`src/rtl/gpio_bank_pkg.sv`:
```
package gpio_bank_pkg;
  localparam int REG_W = 8;

  typedef enum logic [1:0] {
    OFS_DIR  = 2'd0,
    OFS_OUT  = 2'd1,
    OFS_PIN  = 2'd2,
    OFS_MODE = 2'd3
  } reg_ofs_e;
endpackage

```
`src/rtl/gpio_bank_sync.sv`:
```
module gpio_bank_sync #(
  parameter int W      = 8,
  parameter int STAGES = 2
) (
  input  logic         clk,
  input  logic         rst,
  input  logic [W-1:0] din,
  output logic [W-1:0] dout
);
  localparam int CW = $clog2(STAGES + 1);

  logic [STAGES-1:0][W-1:0] chain;
  logic [CW-1:0]            warm;

  always_ff @(posedge clk) begin
    if (rst) chain[0] <= '0;
    else     chain[0] <= din;
  end

  for (genvar s = 1; s < STAGES; s++) begin : g_stage
    always_ff @(posedge clk) begin
      if (rst) chain[s] <= '0;
      else     chain[s] <= chain[s-1];
    end
  end

  assign dout = chain[STAGES-1];

  always_ff @(posedge clk) begin
    if (rst)                      warm <= '0;
    else if (warm != CW'(STAGES)) warm <= warm + 1'b1;
  end

  if (STAGES == 2) begin : g_chk2
    // the synchronised level equals the pad level of two edges earlier
    p_sync_delay_r7: assert property (@(posedge clk) disable iff (rst)
      (warm == CW'(STAGES)) |-> (dout == $past(din, 2)));
  end
endmodule

```
`src/rtl/gpio_bank_regs.sv`:
```
module gpio_bank_regs
  import gpio_bank_pkg::*;
#(
  parameter int                 PIN_COUNT = 8,
  parameter int                 IDX_W     = 8,
  parameter logic [IDX_W-1:0]   BASE_IDX  = 'hF0
) (
  input  logic                 clk,
  input  logic                 rst,
  input  logic [IDX_W-1:0]     idx,
  input  logic                 wr_en,
  input  logic                 rd_en,
  input  logic [REG_W-1:0]     wdata,
  input  logic [PIN_COUNT-1:0] pin_state,
  output logic [PIN_COUNT-1:0] dir_q,
  output logic [PIN_COUNT-1:0] dout_q,
  output logic [PIN_COUNT-1:0] mode_q,
  output logic                 rvalid,
  output logic [REG_W-1:0]     rdata
);
  logic                 hit;
  reg_ofs_e             ofs;
  logic [PIN_COUNT-1:0] sel;
  logic [REG_W-1:0]     sel_ext;

  assign hit = (idx[IDX_W-1:2] == BASE_IDX[IDX_W-1:2]);
  assign ofs = reg_ofs_e'(idx[1:0]);

  always_comb begin
    case (ofs)
      OFS_DIR:  sel = dir_q;
      OFS_OUT:  sel = dout_q;
      OFS_PIN:  sel = pin_state;
      default:  sel = mode_q;
    endcase
    sel_ext = '0;
    sel_ext[PIN_COUNT-1:0] = sel;
  end

  always_ff @(posedge clk) begin
    if (rst) begin
      dir_q  <= '0;
      dout_q <= '0;
      mode_q <= '0;
    end else if (wr_en && hit) begin
      case (ofs)
        OFS_DIR:  dir_q  <= wdata[PIN_COUNT-1:0];
        OFS_OUT:  dout_q <= wdata[PIN_COUNT-1:0];
        OFS_MODE: mode_q <= wdata[PIN_COUNT-1:0];
        default:  ;
      endcase
    end
  end

  always_ff @(posedge clk) begin
    if (rst) begin
      rvalid <= 1'b0;
      rdata  <= '0;
    end else begin
      rvalid <= rd_en;
      rdata  <= (rd_en && hit) ? sel_ext : '0;
    end
  end

  if (PIN_COUNT < REG_W) begin : g_chk_pad
    // unimplemented bit positions always read zero
    p_unimpl_zero_r8: assert property (@(posedge clk) disable iff (rst)
      rvalid |-> (rdata[REG_W-1:PIN_COUNT] == '0));
  end

  // a read that missed the bank returns zero
  p_miss_zero_r2: assert property (@(posedge clk) disable iff (rst)
    ($past(rd_en) && !$past(hit)) |-> (rdata == '0));
endmodule

```
`src/rtl/gpio_bank_pad.sv`:
```
module gpio_bank_pad #(
  parameter int PIN_COUNT = 8
) (
  input  logic                 clk,
  input  logic                 rst,
  input  logic [PIN_COUNT-1:0] dir_q,
  input  logic [PIN_COUNT-1:0] dout_q,
  input  logic [PIN_COUNT-1:0] mode_q,
  input  logic [PIN_COUNT-1:0] pin_state,
  output logic [PIN_COUNT-1:0] pad_out,
  output logic [PIN_COUNT-1:0] pad_oe,
  output logic [PIN_COUNT-1:0] pad_od,
  output logic [PIN_COUNT-1:0] pin_val
);
  for (genvar i = 0; i < PIN_COUNT; i++) begin : g_pin
    logic drive_en;
    assign drive_en = dir_q[i] & (mode_q[i] | ~dout_q[i]);

    always_ff @(posedge clk) begin
      if (rst) begin
        pad_out[i] <= 1'b0;
        pad_oe[i]  <= 1'b0;
        pad_od[i]  <= 1'b1;
        pin_val[i] <= 1'b0;
      end else begin
        pad_out[i] <= dout_q[i];
        pad_oe[i]  <= drive_en;
        pad_od[i]  <= ~mode_q[i];
        pin_val[i] <= dir_q[i] ? dout_q[i] : pin_state[i];
      end
    end

    // an input pin is never driven
    p_oe_needs_dir_r3: assert property (@(posedge clk) disable iff (rst)
      pad_oe[i] |-> $past(dir_q[i]));
    // an open-drain pin is driven only to low
    p_od_low_only_r4: assert property (@(posedge clk) disable iff (rst)
      (pad_oe[i] && pad_od[i]) |-> !pad_out[i]);
    // a push-pull output pin is always driven
    p_pp_drive_r5: assert property (@(posedge clk) disable iff (rst)
      (!pad_od[i] && $past(dir_q[i])) |-> pad_oe[i]);
  end
endmodule

```
`src/rtl/gpio_bank.sv`:
```
module gpio_bank
  import gpio_bank_pkg::*;
#(
  parameter int               PIN_COUNT   = 8,
  parameter int               IDX_W       = 8,
  parameter logic [IDX_W-1:0] BASE_IDX    = 'hF0,
  parameter int               SYNC_STAGES = 2
) (
  input  logic                 clk,
  input  logic                 rst,
  input  logic [IDX_W-1:0]     reg_idx,
  input  logic                 reg_wr,
  input  logic                 reg_rd,
  input  logic [REG_W-1:0]     reg_wdata,
  output logic [REG_W-1:0]     reg_rdata,
  output logic                 reg_rvalid,
  input  logic [PIN_COUNT-1:0] pad_in,
  output logic [PIN_COUNT-1:0] pad_out,
  output logic [PIN_COUNT-1:0] pad_oe,
  output logic [PIN_COUNT-1:0] pad_od,
  output logic [PIN_COUNT-1:0] pin_val
);
  logic [PIN_COUNT-1:0] pin_state;
  logic [PIN_COUNT-1:0] dir_q;
  logic [PIN_COUNT-1:0] dout_q;
  logic [PIN_COUNT-1:0] mode_q;

  gpio_bank_sync #(.W(PIN_COUNT), .STAGES(SYNC_STAGES)) u_sync (
    .clk(clk), .rst(rst), .din(pad_in), .dout(pin_state)
  );

  gpio_bank_regs #(.PIN_COUNT(PIN_COUNT), .IDX_W(IDX_W), .BASE_IDX(BASE_IDX)) u_regs (
    .clk(clk), .rst(rst), .idx(reg_idx), .wr_en(reg_wr), .rd_en(reg_rd),
    .wdata(reg_wdata), .pin_state(pin_state), .dir_q(dir_q), .dout_q(dout_q),
    .mode_q(mode_q), .rvalid(reg_rvalid), .rdata(reg_rdata)
  );

  gpio_bank_pad #(.PIN_COUNT(PIN_COUNT)) u_pad (
    .clk(clk), .rst(rst), .dir_q(dir_q), .dout_q(dout_q), .mode_q(mode_q),
    .pin_state(pin_state), .pad_out(pad_out), .pad_oe(pad_oe),
    .pad_od(pad_od), .pin_val(pin_val)
  );
endmodule

```
`config.mk`:
```
export PLATFORM = sky130hd
export DESIGN_NAME = gpio_bank
export DESIGN_NICKNAME = d
export VERILOG_FILES = /design/src/rtl/gpio_bank_pkg.sv /design/src/rtl/gpio_bank_sync.sv /design/src/rtl/gpio_bank_regs.sv /design/src/rtl/gpio_bank_pad.sv /design/src/rtl/gpio_bank.sv
export SDC_FILE = /design/constraint.sdc
export NUM_CORES = 1
export LEC_CHECK = 0
export ABC_AREA = 0
export CAP_MARGIN = 20
export CORE_ASPECT_RATIO = 1.5
export CORE_MARGIN = 5
export CORE_UTILIZATION = 40
export DETAILED_ROUTE_END_ITERATION = 8
export DONT_BUFFER_PORTS = 1
export GPL_TIMING_DRIVEN = 0
export SLEW_MARGIN = 40
export SYNTH_ARGS = -nofsm -noshare
export SYNTH_HDL_FRONTEND = slang
export SYNTH_SLANG_ARGS = --single-unit
```
`constraint.sdc`:
```
create_clock -name clk -period 1.55 [get_ports clk]
set_input_delay 0.2325 -clock clk [delete_from_list [all_inputs] [get_ports clk]]
set_output_delay 0.2325 -clock clk [all_outputs]
set_load 0.02 [all_outputs]
```
Yosys cells after proc, flatten, opt, wreduce, memory -nomap -nowiden
Index checks and enable logic that the tools add are counted.
- memories: 0
- output and inout port bits: 41
- bits in registers: 81
- RAM bits: 0
- bits in latches: 0
- logic and storage cells: 92
- memory bits (read-only): 0
- bits of input ports: 28
- muxes and demuxes: 9
- multiply operators: 0
- shifts and indexed selects: 0
- equality and inequality tests: 4
- magnitude comparators: 0
- reductions and logical operators: 7
- $add $sub $neg: 0
- divide/modulo/power cells: 0
- bitwise gates (word level): 33
- operator list (kind ; count):
    $pmux W8 S3 ; 1
    $not A1 Y1 ; 17
    $and A1 B1 Y1 ; 8
    $mux W1 ; 8
    $or A1 B1 Y1 ; 8
    $eq A6 B6 Y1 const B ; 1
    $reduce_and A2 Y1 ; 3
    $eq A2 B2 Y1 const B ; 2
    $eq A2 B1 Y1 const B ; 1
    $logic_and A1 B1 Y1 ; 2
    $logic_not A2 Y1 ; 1
    $reduce_or A2 Y1 ; 1

Longest topological paths before layout
- depth in word-level cells: 4
- mapped depth: 4
- depth with buffers taken out: 3

Modules after synthesis
Synthesis repeated with hierarchy kept, for this count alone.
- cells, all modules: 245
- area total of the unflattened synthesis: 3019.1 um2
- by module, submodules not included (module ; times used ; sequential area each (um2) ; area each (um2) ; cells an instance):
    gpio_bank_regs ; 1 ; 660.6 ; 1476.4 ; 121
    gpio_bank_pad ; 1 ; 640.6 ; 1018.5 ; 83
    gpio_bank_sync ; 1 ; 320.3 ; 524.3 ; 41

Worst setup path after synthesis
No wires, ideal clock.
- path kind: input to register
- from: input reg_idx[2]
- to: register u_regs.rdata[2]
- setup time: 58 ps
- path slack: 188 ps
- stages on the path: 3
- path buffers: 0
- data arrival time: 1304 ps
- data required time: 1492 ps
- cell sequence: nand4bb_4 or4b_1 and2b_1
- word-level cells in the longest chain between the ends: 4
- RTL lines (item ; RTL line ; text):
    start: declaration ; gpio_bank.sv:11 ; input logic [IDX_W-1:0] reg_idx,
    $eq A6 B6 Y1 ; gpio_bank_regs.sv:26 ; assign hit = (idx[IDX_W-1:2] == BASE_IDX[IDX_W-1:2]);
    $logic_and A1 B1 Y1 ; gpio_bank_regs.sv:61 ; rdata <= (rd_en && hit) ? sel_ext : '0;
    $not A1 Y1 (no line) ; n/a ;
    $reduce_or A2 Y1 (no line) ; n/a ;
    end signal: assignment ; gpio_bank_regs.sv:61 ;
    end: declaration ; gpio_bank_regs.sv:19 ; output logic [REG_W-1:0] rdata
No other way between the ends.
A chain may end at the register's enable or synchronous reset.

Worst setup path in the final report
- from: input reg_idx[2]
- to: register u_regs.rdata[3]
The elaborated chain is that of the path after synthesis.

==> summary.txt <==
Setup path
  – Total number of cells along the worst setup path: 3
  – CP endpoint kind: flop
  – Worst path buffer plus inverter count: 0
  – Slowest CP cell: sky130_fd_sc_hd__or4b_1
  – Worst-case reg-to-reg path depth: 2
  – R2R setup slack: 0.44 ns
  – CP Launch Type: input pin
  – Critical setup path kind: in2reg
  – Launch instance of the worst register-to-register path: u_regs.dout_q[0]
  – Capturing point of the worst reg2reg path: u_regs.rdata[0]
  – Required @ worst endpoint: 1.84 ns
  – Worst-path maximum fanout: 8
  – Cells along the critical path: nand4bb_4 -> or4b_1 -> and2b_1
  – Delay of the slowest critical-path stage: 0.75 ns
  – Largest delay share family, worst path: simple AND/OR/NAND/NOR gates
  – Data arrival, critical path: 1.56 ns

Floorplanning
  – Full die area: 0.00870 mm^2
  – Number of I/O pins: 69
  – Die span in y: 112 um
  – Effective utilization at floorplan: 40.6%
  – Placement Rows: 37
  – X dimension of the die: 77.8 um
  – Core area: 0.00681 mm^2

Global routing
  – Maximum number of pins on one net before global-route repair: 13
  – Remaining Overflow, GRT: 0
  – Number of global-route vias before repair: 1,649
  – Total global-route track usage: 13.9%
  – Number of antenna violations at the first check in global routing: 0
  – First-pass GRT wire length: 8.80 mm

Finish
  – ANT cells: 0
  – Area used by multi-input combinational logic: 0.00103 mm^2
  – Layout filler cell count: 620
  – Final std cell area, no fill: 0.00317 mm^2
  – Register Area: 0.00162 mm^2
  – Share of final-layout standard cells stronger than drive strength 1: 11.6%
  – Final Net Count: 275
  – End-of-flow core utilization: 46.6%
  – Area grow syn2layout: 15.0%

Power and ir drop
  – Logic pwr share: 3.4%
  – Clock power frac: 43.3%
  – Leakage power of the design: 1.28 nW
  – Switching power share of the total: 19.5%
  – Worst supply voltage drop on vdd: 0.644 mV
  – Pint: 3.21 mW
  – Net Sw Power: 0.779 mW
  – PD cells: 1260 mW/mm^2
  – Reg power frac: 53.3%

STA
  – Period Utilization, post-route: 81.7%
  – Clock Skews: 0.00704 ns
  – Worst slew margin relative to its limit: 60.0%
  – Smallest setup slack after layout: 0.284 ns
  – Worst slew pin tran: 0.598 ns
  – RSZ-0062 raised after global routing: false
  – Final max-slew violation count: 0
  – Endpoints failing hold: 0
  – Clock period minus final worst setup slack: 1.27 ns
  – Number of setup violations in the final report: 0
  – Highest Clock Rate: 0.790 GHz

Synthesis
  – Mean instance size in the synthesized netlist: 12.1 um^2
  – Count of flip-flops with a built-in enable after synthesis: 0
  – Top cells by area in the synthesized netlist: sky130_fd_sc_hd__dfxtp_1 (59%), sky130_fd_sc_hd__mux2i_1 (12%), sky130_fd_sc_hd__nand2b_1 (7.3%), sky130_fd_sc_hd__mux4_2 (5.7%), sky130_fd_sc_hd__nor2b_1 (5.0%)
  – Yosys warning total: 0
  – Most area-hungry cell type in the Yosys netlist: sky130_fd_sc_hd__dfxtp_1
  – Post-synth design cell area: 0.00276 mm^2
  – Fraction of the yosys area taken by sequential cells: 58.7%
  – Register bit total from synthesis: 81
  – Area share of the largest cell type after synthesis: 58.7%
  – Number of unique standard cell types used by synthesis: 20
  – Nets in the synthesized netlist: 256
  – Post-Syn Instances: 228
  – Most frequent cell after synthesis: sky130_fd_sc_hd__dfxtp_1
  – Main synth FF type: sky130_fd_sc_hd__dfxtp_1
  – Ranking of synthesized cells by instance count: sky130_fd_sc_hd__dfxtp_1 (81), sky130_fd_sc_hd__mux2i_1 (32), sky130_fd_sc_hd__nand2b_1 (32), sky130_fd_sc_hd__nor2b_1 (22), sky130_fd_sc_hd__inv_1 (17)
  – Post-synth ARST share: 0%

Clock network
  – Max clock buf depth: 2
  – Number of clock buffers inserted by TritonCTS: 9
  – Cell chosen for the clock root: sky130_fd_sc_hd__clkbuf_8
  – TritonCTS clock tree: done
  – Clock latency at the later pin of the worst-skew pair: 0.35 ns
  – Level count of the clock H-tree: 3
  – Clk sink count: 81
  – Clock-pin slew of the registers on the worst-case setup and hold paths: 0.08 ns
  – Post-cts repair resize count: 0

Hold path
  – Sink of the worst hold path: u_sync.chain[6]
  – WHS Path Cells: 1
  – Type of the worst min-delay path: in2reg
  – Launch instance of the worst min-delay path: pad_in[6]

Drt
  – Starting DRT DRC Count: 57
  – Post-route ant nets: 0
  – Initial DRT Pass Iterations: 4
  – Via total after detailed routing: 1,577
  – Residual DRC: 0
  – Via-to-Cell Ratio: 4.79
  – Routed wire length: 5.66 mm
  – WL per Instance: 17.2 um

Run
  – Number of violations of the max-capacitance limit: 0

Run status
  – Status: complete, no violations

Placement
  – DP Worst Slack: -0.0809 ns
  – Placer congestion estimate: 0.726
  – Buffers on Ports: 0
  – Post-detail-place hpwl: 3.93 mm
  – Cell area after placement: 0.00288 mm^2
per-stage QoR:
step	total power [mW]	hold slack, ns	std cells	setup TNS, ns
2_1_floorplan	2.26	0.361	228	0
3_3_place_gp	2.30	0.364	306	-2.20
3_5_place_dp	2.30	0.370	307	-0.264
4_1_cts	4.05	0.00476	329	0
5_1_grt	4.15	0.0196	329	0
6_report	3.99	0.0246	329	0
layer usage:
layer  global-route usage [%]  up-vias  wire (um)
met4                     8.49        0        119
met1                     16.6      729       2460
li1                         -      786          -
met2                     21.4       53       2660
met5                        0        -          0
met3                     4.37        9        412
power groups by stage:
stage,combinational (mW),clock (mW),sequential [mW]
finish,0.136,1.72,2.12
global route,0.149,1.88,2.13
CTS,0.139,1.79,2.12
detailed placement,0.125,0,2.17
global placement,0.123,0,2.17
floorplan,0.0927,0,2.17
registers in the layout, summed over array words and instances, names as in the netlist:
name,flops
u_pad.pad_od,8
u_pad.pad_oe,8
u_pad.pad_out,8
u_pad.pin_val,8
u_regs.dir_q,8
u_regs.dout_q,8
u_regs.mode_q,8
u_regs.rdata,8
u_regs.rvalid,1
u_sync.chain,8
u_sync.dout,8
repair_timing:
item | CTS | global route
hold buffers | 7 | 0
setup endpoints to repair | 0 | 0
hold endpoints to repair | 7 | 0
buffers inserted | 0 | 0
worst max-delay path by stage:
stage,from,end,slack (ns)
floorplan,reg_idx[2],u_regs.rdata[2],0.19
global placement,reg_idx[1],u_regs.mode_q[1],-0.18
detailed placement,reg_idx[2],u_regs.rdata[4],-0.08
CTS,reg_idx[2],u_regs.rdata[4],0.30
global route,reg_idx[2],u_regs.rdata[4],0.25
finish,reg_idx[2],u_regs.rdata[3],0.28
final cells by class:
type,instances,share of cell area [%]
sequential,81,51.1
multi-input combinational,121,32.4
clock buffer,13,5.32
tap,78,3.07
timing repair buffer,8,2.56
inverter,17,2.01
clock inverter,2,1.89
buffer,9,1.62
layout by cell type (no fill, tap or decap), drive strengths merged, types with 3 or more instances in the layout:
cell and instances:
nor2b 22, mux2i 32, dlygate4sd3 7, buf 5
mux4 8, inv 17, clkbuf 18, a21oi 8
dfxtp 81, and2b 3, nand2b 32, nor2 8
logic make-up after synthesis:
logic type / Yosys count / synth area share (%)
buffers and inverters: 26 / 4.17
and+or+nand+nor: 73 / 17.4
AOI/OAI and AO/OA: 8 / 1.45
DFF: 81 / 58.7
muxes: 40 / 18.3
Note: power is estimated with default switching activity, not from simulation.
